[src/rtl/range_alarm_pkg.sv]
package range_alarm_pkg;
  localparam int STAT_BITS = 4;
  localparam int CANCEL_BITS = 2;

  // One status nibble: bit0 over, bit1 under, bit2 low alarm, bit3 high alarm
  typedef struct packed {
    logic hi_alm;
    logic lo_alm;
    logic under;
    logic over;
  } ch_stat_t;
endpackage

[src/rtl/range_clamp.sv]
module range_clamp #(
  parameter int DW = 16,
  parameter logic signed [DW-1:0] RMIN = -16'sd16384,
  parameter logic signed [DW-1:0] RMAX = 16'sd16383
) (
  input  logic                 clk,
  input  logic                 rst,
  input  logic                 valid,
  input  logic signed [DW-1:0] sample,
  output logic signed [DW-1:0] data_q,
  output logic                 over_q,
  output logic                 under_q
);
  function automatic logic signed [DW-1:0] clamp_fn(input logic signed [DW-1:0] v);
    if (v > RMAX) return RMAX;
    if (v < RMIN) return RMIN;
    return v;
  endfunction

  logic is_over, is_under;
  assign is_over  = (sample > RMAX);
  assign is_under = (sample < RMIN);

  always_ff @(posedge clk) begin
    if (rst) begin
      data_q  <= '0;
      over_q  <= 1'b0;
      under_q <= 1'b0;
    end else if (valid) begin
      data_q  <= clamp_fn(sample);
      over_q  <= is_over;
      under_q <= is_under;
    end
  end

  AST_FLAGS_EXCLUSIVE: assert property (@(posedge clk) disable iff (rst)
    !(over_q && under_q));
  AST_CLAMP_AT_MAX: assert property (@(posedge clk) disable iff (rst)
    over_q |-> (data_q == RMAX));
  AST_CLAMP_AT_MIN: assert property (@(posedge clk) disable iff (rst)
    under_q |-> (data_q == RMIN));
  AST_DATA_STEADY: assert property (@(posedge clk) disable iff (rst)
    !valid |=> $stable(data_q));
endmodule

[src/rtl/alarm_bit.sv]
module alarm_bit (
  input  logic clk,
  input  logic rst,
  input  logic valid,
  input  logic cond,
  input  logic cancel,
  output logic alm
);
  logic prev_cond;
  logic appear_ev, set_ev, clear_ev;

  assign appear_ev = valid & cond & ~prev_cond;
  assign set_ev    = appear_ev & ~alm & ~cancel;
  assign clear_ev  = valid & alm & cancel & ~cond;

  always_ff @(posedge clk) begin
    if (rst) begin
      alm       <= 1'b0;
      prev_cond <= 1'b0;
    end else if (valid) begin
      prev_cond <= cond;
      if (set_ev)        alm <= 1'b1;
      else if (clear_ev) alm <= 1'b0;
    end
  end

  AST_STICKY_WITHOUT_CANCEL: assert property (@(posedge clk) disable iff (rst)
    (valid && alm && !cancel) |=> alm);
  AST_PERSIST_BLOCKS_CLEAR: assert property (@(posedge clk) disable iff (rst)
    (valid && alm && cond) |=> alm);
  AST_CANCEL_BLOCKS_LATCH: assert property (@(posedge clk) disable iff (rst)
    (valid && !alm && cancel) |=> !alm);
  AST_ALARM_STEADY: assert property (@(posedge clk) disable iff (rst)
    !valid |=> $stable(alm));
endmodule

[src/rtl/range_alarm_monitor.sv]
module range_alarm_monitor
  import range_alarm_pkg::*;
#(
  parameter int NCH = 16,
  parameter int DW  = 16,
  parameter logic signed [DW-1:0] RANGE_MIN = -16'sd16384,
  parameter logic signed [DW-1:0] RANGE_MAX = 16'sd16383
) (
  input  logic                 clk,
  input  logic                 rst,
  input  logic [NCH-1:0]       sample_valid,
  input  logic [NCH*DW-1:0]    sample_in,
  input  logic [NCH*DW-1:0]    lo_limit_in,
  input  logic [NCH*DW-1:0]    hi_limit_in,
  input  logic [CANCEL_BITS*NCH-1:0] cancel_words,
  output logic [NCH*DW-1:0]    data_out,
  output logic [STAT_BITS*NCH-1:0]   status_words
);
  function automatic logic at_or_above(input logic signed [DW-1:0] v,
                                       input logic signed [DW-1:0] lim);
    return v >= lim;
  endfunction

  function automatic logic at_or_below(input logic signed [DW-1:0] v,
                                       input logic signed [DW-1:0] lim);
    return v <= lim;
  endfunction

  for (genvar g = 0; g < NCH; g++) begin : g_ch
    logic signed [DW-1:0] smp, lo_lim, hi_lim, dq;
    logic hi_cond, lo_cond, cancel_hi, cancel_lo;
    ch_stat_t st;

    assign smp       = sample_in[g*DW +: DW];
    assign lo_lim    = lo_limit_in[g*DW +: DW];
    assign hi_lim    = hi_limit_in[g*DW +: DW];
    assign cancel_hi = cancel_words[CANCEL_BITS*g];
    assign cancel_lo = cancel_words[CANCEL_BITS*g + 1];
    assign hi_cond   = at_or_above(smp, hi_lim);
    assign lo_cond   = at_or_below(smp, lo_lim);

    range_clamp #(.DW(DW), .RMIN(RANGE_MIN), .RMAX(RANGE_MAX)) u_clamp (
      .clk(clk), .rst(rst), .valid(sample_valid[g]), .sample(smp),
      .data_q(dq), .over_q(st.over), .under_q(st.under)
    );

    alarm_bit u_hi (
      .clk(clk), .rst(rst), .valid(sample_valid[g]), .cond(hi_cond),
      .cancel(cancel_hi), .alm(st.hi_alm)
    );

    alarm_bit u_lo (
      .clk(clk), .rst(rst), .valid(sample_valid[g]), .cond(lo_cond),
      .cancel(cancel_lo), .alm(st.lo_alm)
    );

    assign data_out[g*DW +: DW]               = dq;
    assign status_words[g*STAT_BITS +: STAT_BITS] = st;

    AST_RESET_CLEARS: assert property (@(posedge clk)
      rst |=> (st == '0 && dq == '0));
  end
endmodule

[config.mk]
export PLATFORM = sky130hd
export DESIGN_NAME = range_alarm_monitor
export DESIGN_NICKNAME = d
export VERILOG_FILES = /design/src/rtl/range_alarm_pkg.sv /design/src/rtl/range_clamp.sv /design/src/rtl/alarm_bit.sv /design/src/rtl/range_alarm_monitor.sv
export SDC_FILE = /design/constraint.sdc
export NUM_CORES = 2
export LEC_CHECK = 0
export ABC_AREA = 1
export BUFFER_PORTS_ARGS = -buffer_cell sky130_fd_sc_hd__buf_2
export CAP_MARGIN = 20
export CORE_AREA = 2 2 444 446
export CTS_CLUSTER_DIAMETER = 100
export CTS_CLUSTER_SIZE = 40
export DETAILED_ROUTE_END_ITERATION = 6
export DIE_AREA = 0 0 446 448
export GPL_TIMING_DRIVEN = 0
export PLACE_DENSITY = 0.43
export SYNTH_ARGS = -nofsm -noshare
export SYNTH_HDL_FRONTEND = slang
export SYNTH_SLANG_ARGS = --single-unit
[constraint.sdc]
create_clock -name clk -period 3.5 [get_ports clk]
set_input_delay 1.05 -clock clk [delete_from_list [all_inputs] [get_ports clk]]
set_output_delay 1.05 -clock clk [all_outputs]
set_load 0.05 [all_outputs]
==> impl_metrics.yaml <==
synthesis:
  ys.flop_type: "dfxtp_1"
  yosysUniqueCellTypes: 25
  yosys.area.top_type: "dfxtp_1"
  yosysSeqAreaShare: 0.247
  syn_inst: 4123
  ys.warnings.count: 0
  synthTopCellsByCount: "912 x nand2_1, 729 x inv_1, 512 x ha_1"
  synthesis.nets: 5453
  syn_avg_cell_area_sq_um: 6.91
  netlist_area_sq_um: 28500
  yosys-top-cells-area: "dfxtp_1 25%, ha_1 22%, nand2_1 12%"
  ys_async_sr_fraction: 0
  synth_top_area_frac: 0.247
  yosysMostFrequentCell: "nand2_1"
  synth_edf_count: 0
  synth_seq_cells: 352
floorplan:
  die_w_um: 446
  start_util: 0.146
  die_y_um: 448
  num_rows: 162
  coreArea_sq_um: 195000
  pin_count: 1138
  dieArea_sq_um: 200000
layout:
  drive_above_1_share: 0.295
  final_nets: 6628
  final_area_sq_um: 38800
  multiInputGateArea_sq_um: 17700
  synthToLayoutAreaGrowth_pct: 36.2
  ff_latch_area_sq_um: 7050
  fill_cells: 22400
  fin_util: 0.199
  final_cells: 7916
drt:
  ant_nets: 0
  wl_um: 163000
  drtIter0Drc: 1319
  avgRoutedWirePerCell_um: 20.6
  first_pass_iters: 7
  viasPerCell: 3.90
  via_count: 30900
  drc: 0
clock_network:
  path_clk_slew_ns: 0.08
  cts_buffers: 34
  cts_resized: 0
  worstSkewPairLatency_ns: 0.64
  htreeDepth: 2
  cts-root-buf: "clkbuf_16"
  cts_sinks: 352
  cts_setup_buffers: 0
  tritoncts: "built"
  cts.hold.buffers_added: 0
  clock_path_buffers: 3
timing:
  final_max_slew_viol_count: 0
  worst_pin_slew_ns: 1.01
  maxSlewHeadroom: 0.322
  finClkSkew_ns: 0.0171
  fmax_mhz: 390
  setup_violations: 0
  rsz0062_at_grt: "no"
  hold_viol: 0
  layout_min_cycle_time_ns: 2.56
  min_period_over_period: 0.732
worst_setup_path:
  endpoint_kind: "flop"
  path_class: "input pin to flop"
  start_kind: "input pin"
  r2r_start: "g_ch[10].u_hi.alm$_SDFFE_PP0P_"
  startpoint: "sample_valid[2]"
  crit_arrival_ns: 3.12
  cp.required_ns: 4.06
  cp_max_fo: 10
place:
  port_buffers: 1136
  placed_cells: 7804
  place_area_sq_um: 37500
  dpl.hpwl_um: 143000
  gp_congestion: 0.915
global_route:
  grt_pass1_vias: 30200
  antenna_found_initial: 73
  globalRoute.totalOverflow: 0
  grt_start_max_net_pins: 25
  grt.total_usage: 0.156
  grt_pass1_wl_um: 221000
run_status:
  status: "finished clean"
pwr:
  p_per_area_nw_per_um2: 344
  p_leak_uw: 0.0212
  ir_worst_vdd_mv: 0.352
  finalPower_uw: 13400
worst_hold_path:
  min_path_type: "flop to flop"
  min_from: "g_ch[1].u_clamp.data_q[15]$_SDFFE_PP0P_"
job:
  drv_cap: 0
power by group:
part           switching [uW]  total, uW  internal (uW)
Combinational            3070       4550           1480
Sequential                153       4420           4270
Clock                    2220       4390           2180
path summary, 6_finish.rpt:
check	end	slack [ns]	depth (start not counted)
worst max-delay path	g_ch[2].u_clamp.data_q[9]$_SDFFE_PP0P_	0.94	6
worst min register to register	g_ch[1].u_clamp.data_q[15]$_SDFFE_PP0P_	0.47	2
worst min-delay path	g_ch[1].u_clamp.data_q[15]$_SDFFE_PP0P_	0.47	2
worst max register to register	g_ch[10].u_hi.alm$_SDFFE_PP0P_	2.58	4
cell usage in the layout (no fill, tap or decap), drive strengths merged:
cell type  netlist  final
clkinvlp         0      2
a21o            32     32
inv            746    760
o21ai          295    295
ha             512    512
clkinv           0      2
nor2           276    276
diode            0     51
bufinv           0      1
dfxtp          352    352
and3            32     32
clkbuf          26     68
buf            140   1279
nand4           53     53
nand2          956    956
a21oi          514    514
nor3            30     30
nand3          159    159
area by class of cell:
type,instances,area share
Antenna cell,51,0.00329
Inverter,746,0.0721
Multi-Input combinational cell,2859,0.455
Clock inverter,19,0.00687
Tap cell,2542,0.0819
Sequential cell,352,0.182
Clock buffer,42,0.0249
Buffer,166,0.0257
Timing Repair Buffer,1139,0.149
worst max-delay path, cell delays in order:
cell and delay (ns):
buf_2 0.10, inv_2 0.14, nor2_1 0.81, buf_2 0.44
o21ai_0 0.35, a21oi_1 0.21
cell families after synthesis:
family                     share of synthesized area
AOI/OAI and AO/OA                              0.161
adders and majority gates                      0.225
buffers and inverters                          0.133
DFF                                            0.247
and+or+nand+nor                                0.234
through the flow:
| step | hold slack (ns) | TNS, ns | setup WS [ns] |
|---|---|---|---|
| final | 0.465 | 0 | 0.938 |
| after global routing | 0.475 | 0 | 0.845 |
| after CTS | 0.463 | 0 | 0.830 |
| after detailed placement | 0.452 | 0 | 0.235 |
| after global placement | 0.447 | -0.0903 | -0.0418 |
| after floorplan | 0.434 | 0 | 1.32 |
sequential cells by signal (all words and copies together) (netlist names):
signal / cells
g_ch.u_lo.alm: 16
g_ch.u_hi.prev_cond: 16
g_ch.u_clamp.under_q: 16
g_ch.u_hi.alm: 16
g_ch.u_lo.prev_cond: 16
g_ch.u_clamp.data_q: 256
g_ch.u_clamp.over_q: 16
metal layers:
layer | wire length (um) | up-vias | share of wire | global-route usage
met5 | 309 | - | 0.0019 | 0
met4 | 6070 | 42 | 0.037 | 0.0680
met3 | 8900 | 201 | 0.055 | 0.0325
met2 | 86800 | 834 | 0.53 | 0.296
met1 | 60900 | 14100 | 0.37 | 0.164
li1 | - | 15700 | - | -
No activity file was read; power rests on OpenSTA's default activity.
